===== src/rtl/trim_pkg.sv =====
package trim_pkg;
  typedef enum logic [1:0] {
    ST_IDLE = 2'd0,
    ST_LOW  = 2'd1,
    ST_HIGH = 2'd2,
    ST_LOAD = 2'd3
  } ser_state_e;
endpackage


===== src/rtl/trim_shadow_file.sv =====
module trim_shadow_file #(
  parameter int NUM_CH = 21,
  parameter int DATA_W = 8,
  parameter int CH_W   = 5
) (
  input  logic              clk_i,
  input  logic              rst_ni,
  input  logic              we_i,
  input  logic [CH_W-1:0]   wchan_i,
  input  logic [DATA_W-1:0] wdata_i,
  input  logic [CH_W-1:0]   rchan_i,
  output logic [DATA_W-1:0] rdata_o
);
  logic [DATA_W-1:0] mem_q [NUM_CH];

  for (genvar g = 0; g < NUM_CH; g++) begin : g_ch
    always_ff @(posedge clk_i or negedge rst_ni) begin
      if (!rst_ni)                                  mem_q[g] <= '0;
      else if (we_i && (wchan_i == CH_W'(g)))       mem_q[g] <= wdata_i;
    end
  end

  always_comb begin
    rdata_o = '0;
    for (int i = 0; i < NUM_CH; i++)
      if (rchan_i == CH_W'(i)) rdata_o = mem_q[i];
  end
endmodule


===== src/rtl/trim_serializer.sv =====
module trim_serializer
  import trim_pkg::*;
#(
  parameter int DATA_W = 8,
  parameter int ADDR_W = 3,
  parameter int LD_W   = 2,
  parameter int DIV_W  = 8
) (
  input  logic              clk_i,
  input  logic              rst_ni,
  input  logic              start_i,
  input  logic [ADDR_W-1:0] addr_i,
  input  logic [DATA_W-1:0] data_i,
  input  logic [LD_W-1:0]   code_i,
  input  logic [DIV_W-1:0]  div_i,
  output logic              sdata_o,
  output logic              sclk_o,
  output logic [LD_W-1:0]   ld_code_o,
  output logic              busy_o
);
  localparam int WORD_W = ADDR_W + DATA_W;
  localparam int IDX_W  = $clog2(WORD_W);

  ser_state_e         state_q;
  logic [WORD_W-1:0]  word_q;
  logic [IDX_W-1:0]   idx_q;
  logic [DIV_W-1:0]   half_q, cnt_q;
  logic [LD_W-1:0]    code_q;
  logic               half_done;

  assign half_done = (cnt_q == half_q - DIV_W'(1));
  assign busy_o    = (state_q != ST_IDLE);

  always_ff @(posedge clk_i or negedge rst_ni) begin
    if (!rst_ni) begin
      state_q   <= ST_IDLE;
      word_q    <= '0;
      idx_q     <= '0;
      half_q    <= DIV_W'(1);
      cnt_q     <= '0;
      code_q    <= '0;
      sdata_o   <= 1'b0;
      sclk_o    <= 1'b0;
      ld_code_o <= '0;
    end else begin
      case (state_q)
        ST_IDLE: if (start_i) begin
          word_q  <= {addr_i, data_i};
          code_q  <= code_i;
          half_q  <= (div_i == '0) ? DIV_W'(1) : div_i;
          idx_q   <= IDX_W'(WORD_W - 1);
          cnt_q   <= '0;
          sdata_o <= addr_i[ADDR_W-1];  // MSB of the word
          sclk_o  <= 1'b0;
          state_q <= ST_LOW;
        end
        ST_LOW: begin
          cnt_q <= half_done ? '0 : cnt_q + DIV_W'(1);
          if (half_done) begin
            sclk_o  <= 1'b1;
            state_q <= ST_HIGH;
          end
        end
        ST_HIGH: begin
          cnt_q <= half_done ? '0 : cnt_q + DIV_W'(1);
          if (half_done) begin
            sclk_o <= 1'b0;
            if (idx_q == '0) begin
              ld_code_o <= code_q;
              state_q   <= ST_LOAD;
            end else begin
              idx_q   <= idx_q - IDX_W'(1);
              sdata_o <= word_q[idx_q - IDX_W'(1)];
              state_q <= ST_LOW;
            end
          end
        end
        ST_LOAD: begin
          cnt_q <= half_done ? '0 : cnt_q + DIV_W'(1);
          if (half_done) begin
            ld_code_o <= '0;
            sdata_o   <= 1'b0;
            state_q   <= ST_IDLE;
          end
        end
        default: state_q <= ST_IDLE;
      endcase
    end
  end
endmodule


===== src/rtl/trim_dac_loader.sv =====
module trim_dac_loader #(
  parameter int NUM_CH      = 21,
  parameter int CH_PER_CHIP = 8,
  parameter int DATA_W      = 8,
  parameter int LD_W        = 2,
  parameter int DIV_W       = 8,
  parameter int CH_W        = 5
) (
  input  logic              clk_i,
  input  logic              rst_ni,
  input  logic [DIV_W-1:0]  half_div_i,
  input  logic              wr_valid_i,
  output logic              wr_ready_o,
  input  logic [CH_W-1:0]   wr_chan_i,
  input  logic [DATA_W-1:0] wr_data_i,
  output logic              wr_err_o,
  input  logic [CH_W-1:0]   rd_chan_i,
  output logic [DATA_W-1:0] rd_data_o,
  output logic              sdata_o,
  output logic              sclk_o,
  output logic [LD_W-1:0]   ld_code_o,
  output logic              busy_o
);
  localparam int ADDR_W = $clog2(CH_PER_CHIP);

  logic accept, chan_ok, start;
  logic [LD_W-1:0] code;

  assign chan_ok    = (wr_chan_i < CH_W'(NUM_CH));
  assign wr_ready_o = ~busy_o;
  assign accept     = wr_valid_i & wr_ready_o;
  assign start      = accept & chan_ok;
  assign code       = LD_W'(wr_chan_i >> ADDR_W) + LD_W'(1);

  always_ff @(posedge clk_i or negedge rst_ni) begin
    if (!rst_ni) wr_err_o <= 1'b0;
    else         wr_err_o <= accept & ~chan_ok;
  end

  trim_shadow_file #(
    .NUM_CH(NUM_CH), .DATA_W(DATA_W), .CH_W(CH_W)
  ) u_shadow (
    .clk_i   (clk_i),
    .rst_ni  (rst_ni),
    .we_i    (start),
    .wchan_i (wr_chan_i),
    .wdata_i (wr_data_i),
    .rchan_i (rd_chan_i),
    .rdata_o (rd_data_o)
  );

  trim_serializer #(
    .DATA_W(DATA_W), .ADDR_W(ADDR_W), .LD_W(LD_W), .DIV_W(DIV_W)
  ) u_ser (
    .clk_i     (clk_i),
    .rst_ni    (rst_ni),
    .start_i   (start),
    .addr_i    (wr_chan_i[ADDR_W-1:0]),
    .data_i    (wr_data_i),
    .code_i    (code),
    .div_i     (half_div_i),
    .sdata_o   (sdata_o),
    .sclk_o    (sclk_o),
    .ld_code_o (ld_code_o),
    .busy_o    (busy_o)
  );
endmodule


===== config.mk =====
export PLATFORM = sky130hd
export DESIGN_NAME = trim_dac_loader
export DESIGN_NICKNAME = d
export VERILOG_FILES = /design/src/rtl/trim_pkg.sv /design/src/rtl/trim_shadow_file.sv /design/src/rtl/trim_serializer.sv /design/src/rtl/trim_dac_loader.sv
export SDC_FILE = /design/constraint.sdc
export NUM_CORES = 1
export LEC_CHECK = 0
export ABC_CLOCK_PERIOD_IN_PS = 2450
export BUFFER_PORTS_ARGS = -buffer_cell sky130_fd_sc_hd__buf_2
export CAP_MARGIN = 10
export CORE_UTILIZATION = 55
export DETAILED_ROUTE_END_ITERATION = 12
export GPL_TIMING_DRIVEN = 0
export PLACE_DENSITY = 0.7
export SYNTH_ARGS = -nofsm -noshare
export SYNTH_HDL_FRONTEND = slang
export SYNTH_SLANG_ARGS = --single-unit
export TNS_END_PERCENT = 1

===== constraint.sdc =====
create_clock -name clk_i -period 2.45 [get_ports clk_i]
set_input_delay 0.1225 -clock clk_i [delete_from_list [all_inputs] [get_ports clk_i]]
set_output_delay 0.1225 -clock clk_i [all_outputs]
set_load 0.01 [all_outputs]

== Word-level counts from Yosys, hierarchy flattened ==
Index checks and enable logic that the tools add are counted.

* Register bits: 208
* Bits in latches: 0
* RAM bits: 0
* Bits in read-only memories: 0
* Input bits: 29
* Word-level logic and storage cells: 178
* Memories kept: 0

* $add $sub $neg: 4
* Multiply operators: 0
* Divide/modulo/power cells: 0
* Magnitude comparators: 2
* Equal/unequal tests: 50
* Shifts and indexed selects: 0
* Mux-type cells: 48
* Bitwise gates (word level): 5
* Reduce and logical (&&, ||, !) cells: 38

{| class="wikitable"
|+ Operators with widths
! kind !! number
|-
| 8-bit 2-to-1 mux || 24
|-
| 5-bit by 4-bit == test with 1-bit output, second input constant || 16
|-
| 5-bit == test, second input constant || 10
|-
| 5-bit by 3-bit == test with 1-bit output, second input constant || 8
|-
| 1-bit logical AND || 21
|-
| 5-bit by 2-bit == test with 1-bit output, second input constant || 4
|-
| 8-bit case mux with 2 select lines || 1
|-
| 4-bit AND reduction || 4
|-
| 2-bit 2-to-1 mux || 7
|-
| 4-bit 2-to-1 mux || 3
|-
| 5-bit by 1-bit == test with 1-bit output, second input constant || 2
|-
| 5-bit logical NOT || 2
|-
| 2-bit by 1-bit inequality test with 1-bit output, second input constant || 5
|-
| 8-bit by 1-bit adder with 8-bit output, second input constant || 1
|-
| 8-bit == test || 1
|-
| 8-bit logical NOT || 1
|-
| 2-bit case mux with 4 select lines || 1
|-
| 4-bit case mux with 2 select lines || 1
|-
| 8-bit by 1-bit subtractor with 8-bit output, second input constant || 1
|-
| 1-bit 2-to-1 mux || 7
|-
| 1-bit case mux with 3 select lines || 2
|-
| 2-bit nonzero test || 3
|-
| 3-bit nonzero test || 2
|-
| 4-bit by 5-bit < comparator with 1-bit output, second input constant || 1
|-
| other kinds (15) || 19
|}

== Logic depth before layout (Yosys ltp) ==
* Depth after elaboration: 22
* Mapped depth: 10

== Hierarchy ==
Synthesis repeated with hierarchy kept, for this count alone.

* Cell total of the unflattened synthesis: 885
* Area, all modules: 10711.5 sq um

{| class="wikitable"
|+ Modules (own cells, without submodules)
! module !! instances !! cells each !! area an instance (sq um)
|-
| trim_shadow_file || 1 || 666 || 8445.6
|-
| trim_serializer || 1 || 208 || 2164.6
|-
| trim_dac_loader || 1 || 11 || 101.3
|}

== Least setup slack after synthesis ==
OpenSTA, ideal clock, no wires.

* Path kind: reg-to-reg
* Start: register u_ser.half_q[0]
* End: register u_ser.sdata_o
* Library setup time: 0.125 ns
* Arrival time: 2.133 ns
* Data required time: 2.325 ns
* Slack: 0.192 ns
* Cell stages (with the launch flop): 10
* Cells stage by stage: dfstp_2 > inv_1 > ha_1 > nor2b_1 > or4_1 > a21oi_1 > o2111a_1 > buf_6 > a21oi_1 > mux2_2

* Word-level cells in the longest chain between the ends: 4
* Elaborated cells on any way between the ends: 5

{| class="wikitable"
|+ RTL lines
! element !! RTL line !! source
|-
| start: declaration || trim_serializer.sv:27 || <nowiki>logic [DIV_W-1:0] half_q, cnt_q;</nowiki>
|-
| start signal: assignment || trim_serializer.sv:50 || <nowiki>half_q <= (div_i == '0) ? DIV_W'(1) : div_i;</nowiki>
|-
| 8-bit by 1-bit subtractor with 8-bit output (*) || trim_serializer.sv:31 || <nowiki>assign half_done = (cnt_q == half_q - DIV_W'(1));</nowiki>
|-
| 8-bit == test (*) || trim_serializer.sv:31 ||
|-
| 2-bit by 1-bit inequality test with 1-bit output (no source line) || -- ||
|-
| 5-bit AND reduction (no source line) (*) || -- ||
|-
| end signal: assignment || trim_serializer.sv:53 || <nowiki>sdata_o <= addr_i[ADDR_W-1];</nowiki>
|-
| end signal: assignment || trim_serializer.sv:73 || <nowiki>sdata_o <= word_q[idx_q - IDX_W'(1)];</nowiki>
|-
| end: declaration || trim_serializer.sv:16 || <nowiki>output logic sdata_o,</nowiki>
|}

Every way passes the cells marked *; elsewhere a longest branch is shown, timed or not.
A chain may end at the register's enable or synchronous reset.

== Worst setup path after layout ==
* Start: register u_shadow.mem_q[139] (netlist name)
* End: output rd_data_o[3]

* Word-level cells in the longest chain between the ends: 18

{| class="wikitable"
|+ RTL lines
! element !! RTL line !! source
|-
| start: declaration || trim_shadow_file.sv:14 || <nowiki>logic [DATA_W-1:0] mem_q [NUM_CH];</nowiki>
|-
| start signal: indexed assignment || trim_shadow_file.sv:19 || <nowiki>else if (we_i && (wchan_i == CH_W'(g))) mem_q[g] <= wdata_i;</nowiki>
|-
| 8-bit 2-to-1 mux (18 in series) || trim_shadow_file.sv:26 || <nowiki>if (rchan_i == CH_W'(i)) rdata_o = mem_q[i];</nowiki>
|-
| end: declaration || trim_dac_loader.sv:18 || <nowiki>output logic [DATA_W-1:0] rd_data_o,</nowiki>
|}

No other way between the ends.

==> impl_metrics.tcl <==
set metrics [dict create \
    outcome "finished clean" \
    die_area_um2 19500 \
    cp-end-kind "output pin" \
    path_class "register to output pin" \
    fmax_mhz 410 \
    hold_end "wr_err_o" \
    first_pass_iters 5 \
    antenna_left 0 \
    syn-instance-count 919 \
    post-route-period-util_pct 99.5 \
    grt_max_degree 108 \
    overflow 0 \
    clkLatencyLatePin_ps 500 \
    tightest_slew_ps 915 \
    timing.rr.start "u_ser.half_q[0]" \
    critical_path_required_ps 2330 \
    io_buffers 39 \
    rsz0062_at_grt "true" \
    postSynthAreaPerCell_um2 11.3 \
    wl_mm 30.6 \
    syn_nets 954 \
    cts_buffer_depth 3 \
    grt_pass1_vias 8133 \
    ys_ff_latch 208 \
    p_leak_uw 0.00595 \
    drt-initial-drc-count 745 \
    place_area_um2 10900 \
    cts_buffers 23 \
    r2r-end "u_ser.ld_code_o[1]" \
    cts_tree "built" \
    cts.clk_slew.worst_paths_ps 60 \
    clockPowerShare_pct 46.3 \
    async_reset_ff_share_pct 100 \
    grt_pass1_wl_mm 47.5 \
    start_util_pct 57.0 \
    whs_ps 68.6 \
    clockRootBuffer "clkbuf_16" \
    fin_area_um2 12100 \
    viasPerCell 6.43 \
    hold_depth 4 \
    ys_seq_area_share_pct 50.0 \
    antenna_found_initial 0 \
    fin_cells 1254 \
    power_density_nw_per_um2 611 \
    worstPathMaxFanout 2 \
    synth.distinct_cells 71 \
    clock-sinks 208 \
    gp_congestion 0.953 \
    switching_share_pct 24.1 \
    setup-violations-final 0 \
    finClkSkew_ps 4.69 \
    final_nets 1045 \
    dp_hpwl_mm 20.3 \
    drive_gt1_share_pct 32.1 \
    vias 8067 \
    hold_viol 0 \
    mappedNetlistArea_um2 10400 \
    worstPathArrival_ps 2320 \
    maxCapViolations 0 \
    core_um2 18300 \
    diodes 0 \
    rr_worst_depth 10 \
    htree_levels 1 \
    maxSlewHeadroom_pct 39.0 \
    peakVddDrop_uv 566 \
    fp-row-count 49 \
    pwr-share-comb_pct 7.2 \
    power_frac_seq_pct 46.5 \
    fin_util_pct 66.2 \
    wl_per_cell_um 24.4 \
    placed_cells 1188 \
    hp-start "wr_chan_i[3]" \
    period_needed_ps 2440 \
    pin_count 44 \
    area_growth_pct 16.1 \
    die_x_um 140 \
    drc 0 \
    p_sw_uw 1780 \
    die_y_um 140 \
    slew_viol_final 0 \
    synthFlopType "dfrtp_1" \
    rrSetupSlack_ps 40 \
    grt.total_usage_pct 32.3 \
    hold_class "input pin to register" \
    synth_edf_count 0 \
    worstSetupStartpointType "register" \
    internal-power_uw 5610 \
    yosys_warnings 0 \
]
[critical path, stage by stage (launching register included)]
cell	delay [ps]
dfrtp_1	370
mux4_2	490
o22ai_2	180
a2bb2oi_1	180
a211oi_1	70
o21ai_1	240
a31oi_1	110
buf_2	170
[per-stage QoR]
stage | TNS [ps] | power [uW] | setup WS [ps]
2_1_floorplan | 0 | 3730 | 192
3_3_place_gp | -502400 | 3970 | -2350
3_5_place_dp | -25000 | 3980 | -556
4_1_cts | -1180 | 7390 | -125
5_1_grt | -541 | 7570 | -83.3
6_report | 0 | 7390 | 11.9
[power by group through the flow]
stage | clock [uW] | sequential, uW | combinational, uW
final | 3420 | 3440 | 533
after global placement | 0 | 3500 | 470
after floorplan | 0 | 3500 | 229
after detailed placement | 0 | 3500 | 477
after global routing | 3560 | 3430 | 570
after CTS | 3450 | 3440 | 514
[how the worst max path moves through the flow]
stage                        start                  to  slack, ps  cells past startpoint
3_3_place_gp                rst_ni  u_shadow.mem_q[65]      -2350                      1
4_1_cts               rd_chan_i[1]        rd_data_o[6]       -120                      9
3_5_place_dp          rd_chan_i[0]        rd_data_o[6]       -560                      9
2_1_floorplan      u_ser.half_q[0]       u_ser.sdata_o        190                      9
5_1_grt        u_shadow.mem_q[147]        rd_data_o[3]        -80                      7
6_report       u_shadow.mem_q[139]        rd_data_o[3]         10                      7
[registers in the layout, summed over array words and instances, names as in the netlist]
register and count:
u_ser.cnt_q 8, u_ser.code_q 2, u_ser.half_q 8, u_ser.idx_q 4
u_ser.ld_code_o 2, u_ser.sclk_o 1, u_ser.sdata_o 1, u_ser.state_q 2
u_ser.word_q 11, u_shadow.mem_q 168, wr_err_o 1
[metal layers]
metal / part of all wire (%) / up-vias / global-route usage [%]
li1: - / 3545 / -
met2: 46 / 364 / 52.4
met1: 42 / 4065 / 43.2
met3: 6.8 / 93 / 5.23
met4: 4.4 / 0 / 13.9
met5: 0 / - / 0
[cell usage after synthesis (all sizes together), types with 7 or more instances]
cell type / number / area share, %
nor2b: 9 / 0.54
o21ai: 39 / 1.9
nand2b: 7 / 0.42
clkbuf: 46 / 1.7
nand3: 13 / 0.67
mux4: 7 / 1.5
nand3b: 8 / 0.65
nor3b: 8 / 0.62
buf: 19 / 1.0
a21oi: 37 / 1.8
a221oi: 7 / 0.59
mux2: 178 / 19
o221ai: 7 / 0.59
xnor2: 10 / 0.84
o22ai: 14 / 0.84
nor3: 13 / 0.67
nand2: 103 / 3.7
dfrtp: 207 / 50
nor2: 36 / 1.3
mux2i: 16 / 1.5
inv: 14 / 0.50
[cell families after synthesis]
| logic type | count (synthesis) | synth area share (%) |
|---|---|---|
| simple gates | 230 | 10.9 |
| flops | 208 | 50.0 |
| mux | 201 | 22.3 |
| compound gates | 179 | 11.6 |
| buf+inv | 80 | 3.23 |
| xor+xnor | 15 | 1.26 |
| fa+ha+maj | 6 | 0.721 |
[cell type report]
type                            instances  area, um^2
Clock buffer                           34         677
Sequential cell                       208        5210
Multi-Input combinational cell        631        5000
Fill cell                            1412        6180
Inverter                               15        57.6
Timing Repair Buffer                   67         485
Tap cell                              229         287
Clock inverter                          6        61.3
Buffer                                 64         317
[cell usage in the layout, fill, tap and decap left out, types with 6 or more instances in the layout]
cell             n
a21oi_1         36
a221oi_1         6
a22o_1           6
a22oi_1          6
and3_1           6
buf_2           50
buf_4            9
clkbuf_1        37
clkbuf_16       23
clkbuf_2        12
clkbuf_8         6
dfrtp_1        207
dlygate4sd3_1   20
ha_1             6
inv_1           14
mux2_2         174
mux2i_1         16
mux4_2           7
nand2_1         98
nand2b_1         6
nand3_1         11
nand3b_1         6
nor2_1          34
nor2b_1          8
nor3_1           9
nor3b_1          6
o211ai_1         6
o21ai_0         37
o221ai_1         7
o22ai_1         13
xnor2_1         10
[repair_timing]
action,CTS,global route
cloned,0,0
endpoints found under the hold margin,127,0
hold buffers,20,0
endpoints found under the setup margin,87,172
resized for setup,29,33
buffers inserted,0,7
pin swaps,6,5
Power figures use the tool's default switching activity.
